`src/rtl/disp_irq_pkg.sv`:
```
package disp_irq_pkg;
  // register addresses
  localparam int unsigned ADDR_IDENT = 0;
  localparam int unsigned ADDR_MASK  = 1;
  localparam int unsigned ADDR_ENAB  = 2;
  localparam int unsigned ADDR_HSM   = 3;
  localparam int unsigned ADDR_PIPE0 = 4;
  // pending-register bit positions
  localparam int unsigned USER_BIT   = 0;
  localparam int unsigned PIPE_BIT0  = 1;
endpackage

```
`src/rtl/disp_pipe_stat.sv`:
```
module disp_pipe_stat #(
  parameter int DW     = 32,
  parameter int STAT_W = 16
) (
  input  logic              clk,
  input  logic              rst,
  input  logic              wr_en,
  input  logic [DW-1:0]     wdata,
  input  logic [STAT_W-1:0] evt_i,
  output logic [DW-1:0]     stat_o,
  output logic              rise_o
);
  localparam int EN_LO = STAT_W;

  logic [STAT_W-1:0] flag_q, en_q, clr;
  logic              hit, hit_q;

  assign clr = wr_en ? wdata[STAT_W-1:0] : '0;

  always_ff @(posedge clk) begin
    if (rst) begin
      flag_q <= '0;
      en_q   <= '0;
      hit_q  <= 1'b0;
    end else begin
      flag_q <= (flag_q & ~clr) | evt_i;
      if (wr_en) en_q <= wdata[EN_LO +: STAT_W];
      hit_q  <= hit;
    end
  end

  assign hit    = |(flag_q & en_q);
  assign rise_o = hit & ~hit_q;

  always_comb begin
    stat_o = '0;
    stat_o[STAT_W-1:0]     = flag_q;
    stat_o[EN_LO +: STAT_W] = en_q;
  end

  // a cleared flag with no new event is gone on the next cycle
  assert_w1c_R3: assert property (@(posedge clk) disable iff (rst)
    (wr_en && evt_i == '0) |=> ((flag_q & $past(wdata[STAT_W-1:0])) == '0));
  // a rising edge is one cycle wide
  assert_edge_once_R4: assert property (@(posedge clk) disable iff (rst)
    rise_o |=> !rise_o);
  // an event flag is set in the following cycle
  assert_flag_set_R2: assert property (@(posedge clk) disable iff (rst)
    (evt_i != '0) |=> ((flag_q & $past(evt_i)) == $past(evt_i)));
endmodule

```
`src/rtl/disp_irq_core.sv`:
```
module disp_irq_core #(
  parameter int DW = 32
) (
  input  logic          clk,
  input  logic          rst,
  input  logic [DW-1:0] set_i,
  input  logic          wr_ident,
  input  logic          wr_mask,
  input  logic          wr_enab,
  input  logic          wr_hsm,
  input  logic [DW-1:0] wdata,
  output logic [DW-1:0] ident_o,
  output logic [DW-1:0] mask_o,
  output logic [DW-1:0] enab_o,
  output logic [DW-1:0] hsm_o,
  output logic          irq_o,
  output logic          msi_o
);
  logic [DW-1:0] ident_q, mask_q, enab_q, hsm_q, clr;
  logic          any_act, irq_q, msi_q;

  assign clr     = wr_ident ? wdata : '0;
  assign any_act = |(ident_q & enab_q & ~mask_q);

  always_ff @(posedge clk) begin
    if (rst) begin
      ident_q <= '0;
      mask_q  <= '1;
      enab_q  <= '0;
      hsm_q   <= '1;
      irq_q   <= 1'b0;
      msi_q   <= 1'b0;
    end else begin
      ident_q <= (ident_q & ~clr) | set_i;
      if (wr_mask) mask_q <= wdata;
      if (wr_enab) enab_q <= wdata;
      if (wr_hsm)  hsm_q  <= wdata;
      irq_q   <= any_act;
      msi_q   <= any_act & ~irq_q;
    end
  end

  assign ident_o = ident_q;
  assign mask_o  = mask_q;
  assign enab_o  = enab_q;
  assign hsm_o   = hsm_q;
  assign irq_o   = irq_q;
  assign msi_o   = msi_q;

  // reset values visible on the first cycle after reset
  assert_reset_R1: assert property (@(posedge clk) disable iff (rst)
    $past(rst) |-> (mask_q == '1 && enab_q == '0 && ident_q == '0 && !irq_q));
  // a set source wins over a same-cycle clear
  assert_set_wins_R6: assert property (@(posedge clk) disable iff (rst)
    (set_i != '0) |=> ((ident_q & $past(set_i)) == $past(set_i)));
  // message is a single pulse
  assert_msi_pulse_R8: assert property (@(posedge clk) disable iff (rst)
    msi_o |=> !msi_o);
  // message coincides with rising edge of the level line
  assert_msi_edge_R8: assert property (@(posedge clk) disable iff (rst)
    msi_o |-> (irq_o && !$past(irq_o)));
  // a qualified pending bit raises the level line
  assert_irq_level_R7: assert property (@(posedge clk) disable iff (rst)
    (|(ident_q & enab_q & ~mask_q)) |=> irq_o);
endmodule

```
`src/rtl/disp_irq_agg.sv`:
```
module disp_irq_agg
  import disp_irq_pkg::*;
#(
  parameter int DW        = 32,
  parameter int AW        = 3,
  parameter int STAT_W    = 16,
  parameter int NUM_PIPES = 2
) (
  input  logic                        clk,
  input  logic                        rst,
  input  logic [NUM_PIPES*STAT_W-1:0] pipe_evt_i,
  input  logic                        user_evt_i,
  input  logic                        reg_wr,
  input  logic                        reg_rd,
  input  logic [AW-1:0]               reg_addr,
  input  logic [DW-1:0]               reg_wdata,
  output logic [DW-1:0]               reg_rdata,
  output logic                        reg_rvalid,
  output logic                        irq_o,
  output logic                        msi_o
);
  logic [NUM_PIPES-1:0]   pipe_rise;
  logic [DW-1:0]          pipe_stat [NUM_PIPES];
  logic [NUM_PIPES-1:0]   pipe_wr;
  logic [DW-1:0]          set_vec, ident, mask, enab, hsm, rd_mux;
  logic [DW-1:0]          rdata_q;
  logic                   rvalid_q;

  function automatic logic hit_addr(input logic [AW-1:0] a, input int unsigned v);
    return a == AW'(v);
  endfunction

  for (genvar p = 0; p < NUM_PIPES; p++) begin : g_pipe
    assign pipe_wr[p] = reg_wr && hit_addr(reg_addr, ADDR_PIPE0 + p);
    disp_pipe_stat #(.DW(DW), .STAT_W(STAT_W)) u_stat (
      .clk    (clk),
      .rst    (rst),
      .wr_en  (pipe_wr[p]),
      .wdata  (reg_wdata),
      .evt_i  (pipe_evt_i[p*STAT_W +: STAT_W]),
      .stat_o (pipe_stat[p]),
      .rise_o (pipe_rise[p])
    );
  end

  always_comb begin
    set_vec = '0;
    set_vec[USER_BIT] = user_evt_i;
    for (int p = 0; p < NUM_PIPES; p++) set_vec[PIPE_BIT0 + p] = pipe_rise[p];
  end

  disp_irq_core #(.DW(DW)) u_core (
    .clk      (clk),
    .rst      (rst),
    .set_i    (set_vec),
    .wr_ident (reg_wr && hit_addr(reg_addr, ADDR_IDENT)),
    .wr_mask  (reg_wr && hit_addr(reg_addr, ADDR_MASK)),
    .wr_enab  (reg_wr && hit_addr(reg_addr, ADDR_ENAB)),
    .wr_hsm   (reg_wr && hit_addr(reg_addr, ADDR_HSM)),
    .wdata    (reg_wdata),
    .ident_o  (ident),
    .mask_o   (mask),
    .enab_o   (enab),
    .hsm_o    (hsm),
    .irq_o    (irq_o),
    .msi_o    (msi_o)
  );

  always_comb begin
    rd_mux = '0;
    if (hit_addr(reg_addr, ADDR_IDENT)) rd_mux = ident;
    if (hit_addr(reg_addr, ADDR_MASK))  rd_mux = mask;
    if (hit_addr(reg_addr, ADDR_ENAB))  rd_mux = enab;
    if (hit_addr(reg_addr, ADDR_HSM))   rd_mux = hsm;
    for (int p = 0; p < NUM_PIPES; p++)
      if (hit_addr(reg_addr, ADDR_PIPE0 + p)) rd_mux = pipe_stat[p];
  end

  always_ff @(posedge clk) begin
    if (rst) begin
      rdata_q  <= '0;
      rvalid_q <= 1'b0;
    end else begin
      rvalid_q <= reg_rd;
      if (reg_rd) rdata_q <= rd_mux;
    end
  end

  assign reg_rdata  = rdata_q;
  assign reg_rvalid = rvalid_q;

  // one-cycle read latency
  assert_read_lat_R10: assert property (@(posedge clk) disable iff (rst)
    reg_rd |=> reg_rvalid);
  assert_no_spur_R10: assert property (@(posedge clk) disable iff (rst)
    !reg_rd |=> !reg_rvalid);
endmodule

```
`config.mk`:
```
export PLATFORM = sky130hd
export DESIGN_NAME = disp_irq_agg
export DESIGN_NICKNAME = d
export VERILOG_FILES = /design/src/rtl/disp_irq_pkg.sv /design/src/rtl/disp_pipe_stat.sv /design/src/rtl/disp_irq_core.sv /design/src/rtl/disp_irq_agg.sv
export SDC_FILE = /design/constraint.sdc
export NUM_CORES = 1
export LEC_CHECK = 0
export BUFFER_PORTS_ARGS = -buffer_cell sky130_fd_sc_hd__buf_2
export CORE_ASPECT_RATIO = 1.5
export CORE_UTILIZATION = 60
export DETAILED_ROUTE_END_ITERATION = 10
export PLACE_DENSITY = 0.81
export SLEW_MARGIN = 20
export SYNTH_ARGS = -nofsm -noshare
export SYNTH_HDL_FRONTEND = slang
export SYNTH_SLANG_ARGS = --single-unit
```
`constraint.sdc`:
```
create_clock -name clk -period 3.1 [get_ports clk]
set_clock_uncertainty 0.2 [all_clocks]
set_input_delay 0.62 -clock clk [delete_from_list [all_inputs] [get_ports clk]]
set_output_delay 0.62 -clock clk [all_outputs]
set_load 0.05 [all_outputs]
```
Word-level counts from Yosys, hierarchy flattened
Index checks and enable logic that the tools add are counted.
{ "word_totals": {"elab_cells": 58, "reg_bits": 229} }
{ "op_classes": {"bitwise": 20, "eq_ne": 5, "mux": 9, "n_reduce_logical": 10} }
{ "ops": {"columns": ["op", "n"], "rows": [
  ["32-bit two-way mux", 7],
  ["32-bit bitwise AND", 3],
  ["16-bit bitwise AND", 4],
  ["32-bit NOT", 2],
  ["16-bit two-way mux", 2],
  ["16-bit NOT", 2],
  ["16-bit OR", 2],
  ["32-bit by 3-bit OR with 32-bit output", 1],
  ["16-bit OR reduction", 2],
  ["32-bit OR reduction", 1],
  ["3-bit by 2-bit equality test with 1-bit output, second input constant", 2],
  ["3-bit equality test, second input constant", 2],
  ["1-bit logical AND", 6],
  ["1-bit bitwise AND", 3],
  ["3-bit by 1-bit equality test with 1-bit output, second input constant", 1],
  ["3-bit logical NOT", 1],
  ["1-bit NOT", 3]
]} }

Depth between registers and ports, before layout
Gate-level depths: netlist of run 1.
{ "logic_depth": {"ltp_word": 7, "depth_mapped": 8} }

Cells and area by module
A second synthesis of run 1 with hierarchy kept.
{ "hier_totals": {"cells_unflattened": 1074, "area_unflattened_um2": 10641.5} }
{ "modules_own_cells": {"columns": ["mod", "seq_area_each_um2", "area_per_inst_um2", "cells_per_inst", "instances"], "rows": [
  ["disp_irq_core", 2602.5, 5001.0, 502, 1],
  ["disp_irq_agg", 660.6, 3173.0, 308, 1],
  ["disp_pipe_stat", 660.6, 1233.7, 132, 2]
]} }

Worst setup path after synthesis of run 1
OpenSTA, ideal clock, no wires.
{ "synth_path": {"kind": "input to register", "start": "input reg_addr[2]", "end": "register u_core.mask_q[11], in the netlist u_core.mask_o[11]", "slack_ns": 1.163, "t_arrival_ns": 1.615, "stages": 7, "setup_ns": 0.122, "cell_sequence": "buf_4 > nor3b_2 > buf_2 > nand2_1 > buf_2 > nand2_1 > nand3b_1"} }
{ "synth_via": {"elab_chain_len": 2} }
{ "synth_rtl": {"columns": ["element", "line_no", "rtl"], "rows": [
  ["from (decl)", "disp_irq_agg.sv:15", "input logic [AW-1:0] reg_addr,"],
  ["3-bit by 1-bit equality test with 1-bit output", "disp_irq_agg.sv:30", "return a == AW'(v);"],
  ["1-bit logical AND", "disp_irq_agg.sv:57", ".wr_mask (reg_wr && hit_addr(reg_addr, ADDR_MASK)),"],
  ["to (signal assigned)", "disp_irq_core.sv:35", "if (wr_mask) mask_q <= wdata;"],
  ["to (decl)", "disp_irq_core.sv:19", "logic [DW-1:0] ident_q, mask_q, enab_q, hsm_q, clr;"]
]} }
No other way between the ends.
A chain may end at the register's enable or synchronous reset.

Worst setup path after layout of run 1
{ "layout_path": {"start": "register g_pipe[1].u_stat.flag_q[10]", "end": "register u_core.ident_q[2], in the netlist u_core.ident_o[2]"} }
{ "layout_via": {"elab_chain_len": 4} }
{ "layout_rtl": {"columns": ["element", "line_no", "rtl"], "rows": [
  ["from (decl)", "disp_pipe_stat.sv:15", "logic [STAT_W-1:0] flag_q, en_q, clr;"],
  ["from (signal assigned)", "disp_pipe_stat.sv:26", "flag_q <= (flag_q & ~clr) | evt_i;"],
  ["16-bit bitwise AND", "disp_pipe_stat.sv:32", "assign hit = |(flag_q & en_q);"],
  ["16-bit OR reduction", "disp_pipe_stat.sv:32", null],
  ["1-bit bitwise AND", "disp_pipe_stat.sv:33", "assign rise_o = hit & ~hit_q;"],
  ["32-bit by 3-bit OR with 32-bit output", "disp_irq_core.sv:34", "ident_q <= (ident_q & ~clr) | set_i;"],
  ["to (signal assigned)", "disp_irq_core.sv:34", null],
  ["to (decl)", "disp_irq_core.sv:19", null]
]} }
No other way between the ends.

==> metrics.txt, run 1 <==
Antenna Violating Nets Remaining=0; Antenna diodes=0; fin crit period=2.30 ns; clock slew at reported path FFs=0.06 ns; final cell utilization of the core=approximately 71%; path type of the worst min-delay path=primary input to flip-flop; clk sinks=229; number of instances in the synthesized netlist=1192; post-CTS repair timing setup buffer count=0; summed instance area of the synthesized netlist=roughly 0.0097 mm2; Highest Clock Rate=about 0.44 GHz; leakage power=~0.0045 uW; area of the multi-input gates=about 0.0047 mm2; post-DP HPWL=20900 um; Worst Max-Slew Pin Slew=0.944 ns; FF-to-FF setup slack=0.80 ns; RSZ-0062 raised after global routing=no; Worst-Skew Late Latency=0.51 ns; sequential cell area=around 0.0046 mm2; signal arrival time at the worst endpoint=2.49 ns; die width=106 um; vias=9352; area growth from synthesis to final layout=15.2%; cell depth of the worst hold path=3; maximum number of pins on one net before global-route repair=63; layout cell share with drive strength beyond 1=17.5%; Worst VDD drop=443 uV; number of max-slew violations in the final report=0; First DRT Iteration DRCs=1061; Pwr Density=595 mW/mm2; number of antenna violations at the first check in global routing=0; Initial Utilization=61.8%; number of cells upsized or downsized after cts=0; setup-violating endpoint count in the final report=0; startpoint of the most critical register-to-register path=g_pipe[1].u_stat.flag_q[10]$_SDFF_PP0_; # fillers=1270; number of synthesis warnings=0; crit start category=flip-flop; number of maximum-capacitance violations=0; count of state elements after synthesis=229; terminus of the critical flop-to-flop path=u_core.ident_o[2]$_SDFF_PP0_; register area share after synthesis=47.3%; hold-fix buffers at CTS=0; number of cells on the worst reg-to-reg path=5; number of placement rows=56; portion of the clock cycle consumed by the worst path in the final layout=74.1%; run status=completed; count of cell types in the netlist=31; required time of the critical path=3.29 ns; die span in y=roughly 160 um; Core Area=roughly 0.016 mm2; wire length of the first global-routing pass=48100 um; maximum fanout along the worst path=3; mean instance size in the synthesized netlist=8.14 um2; 1st-pass router iterations=6; vias in the first global route=8809; Hold Startpoint=pipe_evt_i[30]; drt total wl=31500 um; Routed wire per std cell=21.2 um; CP Capture Type=flip-flop; overall track demand over capacity in global routing=between 30 and 40%; Total Neg Setup Slack=0 ns; clock buffers created by TritonCTS=22; H-tree levels=1; Final Hold Viols=0; DRC violations left=0; total die area=between 0.015 and 0.02 mm2; clock tree from TritonCTS=yes; cell chosen for the clock root=sky130_fd_sc_hd__clkbuf_16; end point of the worst hold path=g_pipe[1].u_stat.flag_q[14]$_SDFF_PP0_; weighted congestion at the end of routability-driven global placement=around 0.91; Mapped Nets=1264; worst rel slew slack=37.1%; PortBufs=106; largest buffer count on any clock path=3; worst setup path class=flip-flop to flip-flop; total gr overflow=0; final net count=between 1k and 1.5k; drt via density=6.29; IO Count=approximately 110
## report_power, final
part	switching [uW]	total (uW)	internal, uW
logic	464	701	237
registers	105	3160	3060
clock network	1130	2780	1660
## Yosys cell counts
master	count	share of area [%]
sky130_fd_sc_hd__nand2_1	347	13
sky130_fd_sc_hd__dfxtp_1	229	47
sky130_fd_sc_hd__a21oi_1	132	6.8
sky130_fd_sc_hd__nor2_1	99	3.8
sky130_fd_sc_hd__nand3b_1	82	6.3
sky130_fd_sc_hd__buf_2	39	2.0
sky130_fd_sc_hd__clkbuf_1	37	1.4
sky130_fd_sc_hd__a22oi_1	32	2.5
sky130_fd_sc_hd__nand2b_1	32	2.1
sky130_fd_sc_hd__nand3_1	29	1.5
sky130_fd_sc_hd__nor4_2	28	3.6
sky130_fd_sc_hd__a221oi_1	26	2.3
sky130_fd_sc_hd__a221oi_2	11	1.7
sky130_fd_sc_hd__o21ai_0	10	0.52
sky130_fd_sc_hd__buf_4	9	0.70
sky130_fd_sc_hd__a22o_1	8	0.72
sky130_fd_sc_hd__and2_1	7	0.45
sky130_fd_sc_hd__buf_1	4	0.15
sky130_fd_sc_hd__nor4_1	4	0.26
sky130_fd_sc_hd__o22ai_1	4	0.26
sky130_fd_sc_hd__mux2_2	3	0.35
sky130_fd_sc_hd__nor2b_1	3	0.19
sky130_fd_sc_hd__nor3b_2	3	0.39
sky130_fd_sc_hd__o221ai_1	3	0.27
sky130_fd_sc_hd__a2bb2oi_1	2	0.18
sky130_fd_sc_hd__and3b_1	2	0.18
sky130_fd_sc_hd__and4_1	2	0.18
sky130_fd_sc_hd__nand4_1	2	0.13
sky130_fd_sc_hd__nor3_1	1	0.052
sky130_fd_sc_hd__nor3_2	1	0.10
sky130_fd_sc_hd__nor3b_1	1	0.077
## worst max-delay path by stage
| stage | slack (ns) | startpoint | end |
|---|---|---|---|
| finish | 0.80 | g_pipe[1].u_stat.flag_q[10]$_SDFF_PP0_ | u_core.ident_o[2]$_SDFF_PP0_ |
| global route | 0.82 | g_pipe[1].u_stat.flag_q[10]$_SDFF_PP0_ | u_core.ident_o[2]$_SDFF_PP0_ |
| CTS | 1.01 | reg_addr[1] | reg_rdata[0]$_SDFFE_PP0P_ |
| detailed placement | 0.50 | reg_addr[1] | reg_rdata[0]$_SDFFE_PP0P_ |
| global placement | 0.59 | reg_addr[1] | reg_rdata[0]$_SDFFE_PP0P_ |
| floorplan | 1.16 | reg_addr[2] | u_core.mask_o[11]$_SDFFE_PP1P_ |
## cell usage in the layout, fill, tap and decap left out, drive strengths merged, types with 10 or more instances in the layout
cell type    n
o21ai       10
nand2      347
a221oi      37
a22oi       32
nor2        99
nand3       29
buf        142
clkbuf      31
dfxtp      229
nand3b      82
nand2b      32
a21oi      132
nor4        32
## worst max-delay path, cell delays in order, from the launching register on
cell and delay, ns:
sky130_fd_sc_hd__dfxtp_1 0.36, sky130_fd_sc_hd__a22o_1 0.28, sky130_fd_sc_hd__a221oi_1 0.75, sky130_fd_sc_hd__and4_1 0.38
sky130_fd_sc_hd__a2bb2oi_1 0.17, sky130_fd_sc_hd__nor2_1 0.05
## registers in the layout, indices dropped and copies added (netlist names)
signal                cells
g_pipe.u_stat.en_q       32
g_pipe.u_stat.flag_q     32
g_pipe.u_stat.hit_q       2
reg_rdata                32
reg_rvalid                1
u_core.enab_o            32
u_core.hsm_o             32
u_core.ident_o           32
u_core.irq_o              1
u_core.mask_o            32
u_core.msi_o              1
## through the flow
stage          instances  instance area [um2]  hold slack [ns]  total power (uW)  worst slack, ns
2_1_floorplan       1192                 9700            0.235              3640             1.16
3_3_place_gp        1448                10400            0.201              3890            0.589
3_5_place_dp        1448                10400            0.210              3910            0.504
4_1_cts             1486                11200            0.114              6650             1.01
5_1_grt             1486                11200            0.121              6840            0.823
6_report            1486                11200            0.119              6650            0.802
## layer usage
layer | vias to the layer above | global-route usage, % | routed length [um]
li1 | 4235 | - | -
met1 | 4388 | 44.9 | 11500
met2 | 593 | 62.3 | 14700
met3 | 136 | 6.79 | 3330
met4 | 0 | 24.0 | 2040
met5 | - | 0 | 0
## final cells by class
class | count | area share [%]
well taps | 203 | 2.27
clock inverters | 7 | 0.762
flip-flops and latches | 229 | 41.0
multi-input cells | 874 | 42.3
repair buffers | 142 | 7.67
clock buffers | 31 | 5.96
## kinds of logic after synthesis
| group | after synthesis | synth area share (%) |
|---|---|---|
| flip-flops | 229 | 47.3 |
| multiplexers | 3 | 0.348 |
| buffers and inverters | 89 | 4.30 |
| AO/OA/AOI/OAI | 228 | 15.3 |
| AND/OR/NAND/NOR | 643 | 32.8 |
No activity file was read; power rests on OpenSTA's default activity.
==> inputs of run 2 (changes only) <==
--- a/config.mk
+++ b/config.mk
@@ -5,11 +5,12 @@
 export SDC_FILE = /design/constraint.sdc
 export NUM_CORES = 1
 export LEC_CHECK = 0
+export ABC_AREA = 1
 export BUFFER_PORTS_ARGS = -buffer_cell sky130_fd_sc_hd__buf_2
 export CORE_ASPECT_RATIO = 1.5
-export CORE_UTILIZATION = 60
+export CORE_UTILIZATION = 58
 export DETAILED_ROUTE_END_ITERATION = 10
-export PLACE_DENSITY = 0.81
+export PLACE_DENSITY = 0.79
 export SLEW_MARGIN = 20
 export SYNTH_ARGS = -nofsm -noshare
 export SYNTH_HDL_FRONTEND = slang
==> constraint.sdc (replaced) <==
create_clock -name clk -period 2.14 [get_ports clk]
set_clock_uncertainty 0.2 [all_clocks]
set_input_delay 0.428 -clock clk [delete_from_list [all_inputs] [get_ports clk]]
set_output_delay 0.428 -clock clk [all_outputs]
set_load 0.05 [all_outputs]
==> run 2 against run 1 <==
  * Non-clock buffer count up 34
  * Utilization up 0.14 points
  * Sequential power up 44%
  * Critical endpoint is now reg_rdata[19]
  * Worst setup slack worse by 0.49 ns
  * Via count up 7.5%
  * Synthesized area up 0.88%
  * Sequential cell count unchanged
  * Final area up 4.3%
  * Sequential share of layout area down 1.7 points
  * Global-route usage down 1.1 points
  * Clock-buffer cell count down 1
  * Synthesized cell count up 18%
==> metrics.txt, run 2 <==
number of enable-type register cells in the synthesized netlist=0; overall power consumption=9230 uW; drt via density=5.78; worst slack, placed=0.0703 ns; sequential cell area=0.00458 mm2; 1st-pass router iterations=5; Fin Hold WS=0.00985 ns; worst setup path start=reg_rdata[19]$_SDFFE_PP0P_; number of max-slew violations in the final report=0; Worst VDD drop=about 790 uV; adder and majority cell fraction of the synthesized area=0%; clock buffers created by TritonCTS=22; required time of the critical path=1.51 ns; CP Capture Type=output port; # fillers=1370; post-synthesis xor/xnor area fraction=0%; FF-to-FF setup slack=~0.60 ns; Final Hold Viols=0; startpoint of the most critical register-to-register path=u_core.enab_o[26]$_SDFFE_PP0P_; Routed wire per std cell=18.0 um; post-synth top area cell=sky130_fd_sc_hd__dfxtp_1; critical path's largest stage delay=0.40 ns; final cell utilization of the core=71.3%; setup-violating endpoint count in the final report=0; Bufs and invs on worst path=1; cell internal power dissipation=between 6000 and 7000 uW; Initial Utilization=59.9%; number of cells on the worst reg-to-reg path=10; total die area=0.0174 mm2; run status=completed; end of the critical path=reg_rdata[19]; leading cell type by number of instances after synthesis=sky130_fd_sc_hd__nand2_1; Worst Max-Slew Pin Slew=slightly above 0.6 ns; post-CTS repair timing setup buffer count=0; setup slack after layout=0.310 ns; Total Neg Setup Slack=0 ns; commonest non-fill, non-tap cell in the layout=sky130_fd_sc_hd__nand2_1; Mapped Nets=~1.5k; drt total wl=approximately 31000 um; number of gates on the worst path with buffers counted=1; number of maximum-capacitance violations=0; count of cell types in the netlist=21; power share of the sequential group=approximately half; Highest Clock Rate=0.546 GHz; mean instance size in the synthesized netlist=6.94 um2; overall track demand over capacity in global routing=36.5%; clk sinks=229; share of power burned in combinational logic=12.0%; clock tree from TritonCTS=yes; cell chosen for the clock root=sky130_fd_sc_hd__clkbuf_16; cell depth of the worst hold path=3; Synth area leaders=sky130_fd_sc_hd__dfxtp_1 (47%), sky130_fd_sc_hd__nand2_1 (16%), sky130_fd_sc_hd__a21oi_1 (8.4%), sky130_fd_sc_hd__nand3_1 (5.7%), sky130_fd_sc_hd__inv_1 (5.2%); worst rel slew slack=about three fifths; leakage power=0.00541 uW; wire length of the first global-routing pass=48900 um; vias=10.1k; Core Area=0.0163 mm2; crit start category=flip-flop; die width=approximately 110 um; RSZ-0062 raised after global routing=no; count of state elements after synthesis=around 230; fin crit period=1.83 ns; dominant combinational cell family by area after synthesis=simple AND/OR/NAND/NOR gates; Max stage delay cell, worst path=sky130_fd_sc_hd__dfxtp_1; primary flip-flop cell chosen by synthesis mapping=sky130_fd_sc_hd__dfxtp_1; Antenna diodes=0; clock network power share=38.6%; fraction of synthesis flops using an asynchronous set or reset pin=0%; die span in y=161 um; cells along the critical path=buf_2; maximum fanout along the worst path=2; layout cell share with drive strength beyond 1=12.0%; area growth from synthesis to final layout=19.0%; portion of the clock cycle consumed by the worst path in the final layout=between 80% and 90%; Psw=2480 uW; terminus of the critical flop-to-flop path=u_core.msi_o$_SDFF_PP0_; commonest cells in the netlist=sky130_fd_sc_hd__nand2_1 (414), sky130_fd_sc_hd__dfxtp_1 (229), sky130_fd_sc_hd__a21oi_1 (165), sky130_fd_sc_hd__inv_1 (135), sky130_fd_sc_hd__nand3_1 (112); H-tree levels=1; Pwr Density=793 mW/mm2; multiplexer share of the synthesized area=0%; number of antenna violations at the first check in global routing=0; maximum number of pins on one net before global-route repair=85; area of the multi-input gates=0.00432 mm2; number of cells upsized or downsized after cts=0; Worst-Skew Late Latency=between 0.5 and 0.6 ns; vias in the first global route=9487; First DRT Iteration DRCs=965; signal arrival time at the worst endpoint=1.20 ns; number of synthesis warnings=0; largest buffer count on any clock path=3; number of placement rows=57; simple-gate share of the synthesized area=25.5%; DRC violations left=0; switching share of power=26.9%; register area share after synthesis=between 40% and 50%; number of instances in the synthesized netlist=1409; summed instance area of the synthesized netlist=approximately 0.0098 mm2; worst setup path class=flip-flop to output port; PortBufs=106; top cell family by delay on the critical path=flip-flops; final net count=1594; most frequent cells in the layout=sky130_fd_sc_hd__nand2_1 (414), sky130_fd_sc_hd__dfxtp_1 (229), sky130_fd_sc_hd__a21oi_1 (165), sky130_fd_sc_hd__inv_1 (135), sky130_fd_sc_hd__nand3_1 (112); total gr overflow=0; Antenna Violating Nets Remaining=0; complex-gate fraction of the synthesized area=a little under a fifth; IO Count=approximately 110; post-DP HPWL=roughly 21000 um; weighted congestion at the end of routability-driven global placement=between 0.9 and 1; share of the synthesized area in the top cell type=a little under half; path type of the worst min-delay path=primary input to flip-flop; clock slew at reported path FFs=0.06 ns
[run 2: worst reg2reg max path: stages, from the launching register on]
cell	delay [ns]
sky130_fd_sc_hd__dfxtp_1	0.31
sky130_fd_sc_hd__inv_1	0.10
sky130_fd_sc_hd__nor2_1	0.06
sky130_fd_sc_hd__nand2_1	0.05
sky130_fd_sc_hd__nand2_1	0.05
sky130_fd_sc_hd__nor2_1	0.14
sky130_fd_sc_hd__nand2_1	0.10
sky130_fd_sc_hd__nor2_1	0.20
sky130_fd_sc_hd__nand2_1	0.09
sky130_fd_sc_hd__nand2_1	0.09
sky130_fd_sc_hd__nor2_1	0.04
[run 2: power by group through the flow]
stage	registers, uW	clock network (uW)	logic [uW]
2_1_floorplan	4730	0	508
4_1_cts	4550	3580	1080
3_5_place_dp	4650	0	1030
3_3_place_gp	4640	0	1010
6_report	4560	3570	1100
5_1_grt	4570	3760	1190
[run 2: area by class of cell]
| class | instances | area share [%] |
|---|---|---|
| clock inverter | 4 | 0.172 |
| timing repair buffer | 176 | 11.4 |
| multi-input combinational | 949 | 37.1 |
| sequential | 229 | 39.4 |
| inverter | 144 | 4.65 |
| clock buffer | 30 | 5.17 |
| tap | 206 | 2.21 |
[run 2: cells by family (layout without fill, tap and decap cells)]
| logic type | after synthesis | after routing |
|---|---|---|
| AOI/OAI and AO/OA | 336 | 336 |
| buffers and inverters | 231 | 354 |
| DFF | 229 | 229 |
| and+or+nand+nor | 613 | 613 |
[run 2: per-layer routing]
| layer | wire length, um | track usage [%] |
|---|---|---|
| met2 | 14700 | 59.6 |
| met3 | 2500 | 5.29 |
| met5 | 0 | 0 |
| met4 | 2850 | 30.0 |
| met1 | 11200 | 41.7 |
[run 2: per-stage QoR]
stage          cell area, um2  instances
2_1_floorplan            9780       1409
4_1_cts                 11600       1738
3_3_place_gp            10700       1672
6_report                11600       1738
5_1_grt                 11600       1738
3_5_place_dp            10700       1672
[run 2: what timing repair did]
action / CTS / global route
hold buffers: 32 / 0
endpoints found under the setup margin: 0 / 0
hold endpoints to repair: 32 / 0
[run 2: worst min path at each step]
stage	startpoint	end	slack (ns)
finish	pipe_evt_i[22]	g_pipe[1].u_stat.flag_q[6]$_SDFF_PP0_	0.01
global route	pipe_evt_i[22]	g_pipe[1].u_stat.flag_q[6]$_SDFF_PP0_	0.003
CTS	pipe_evt_i[22]	g_pipe[1].u_stat.flag_q[6]$_SDFF_PP0_	0.01
detailed placement	u_core.irq_o$_SDFF_PP0_	u_core.msi_o$_SDFF_PP0_	0.20
global placement	u_core.irq_o$_SDFF_PP0_	u_core.msi_o$_SDFF_PP0_	0.19
floorplan	g_pipe[0].u_stat.hit_q$_SDFF_PP0_	u_core.ident_o[1]$_SDFF_PP0_	0.23
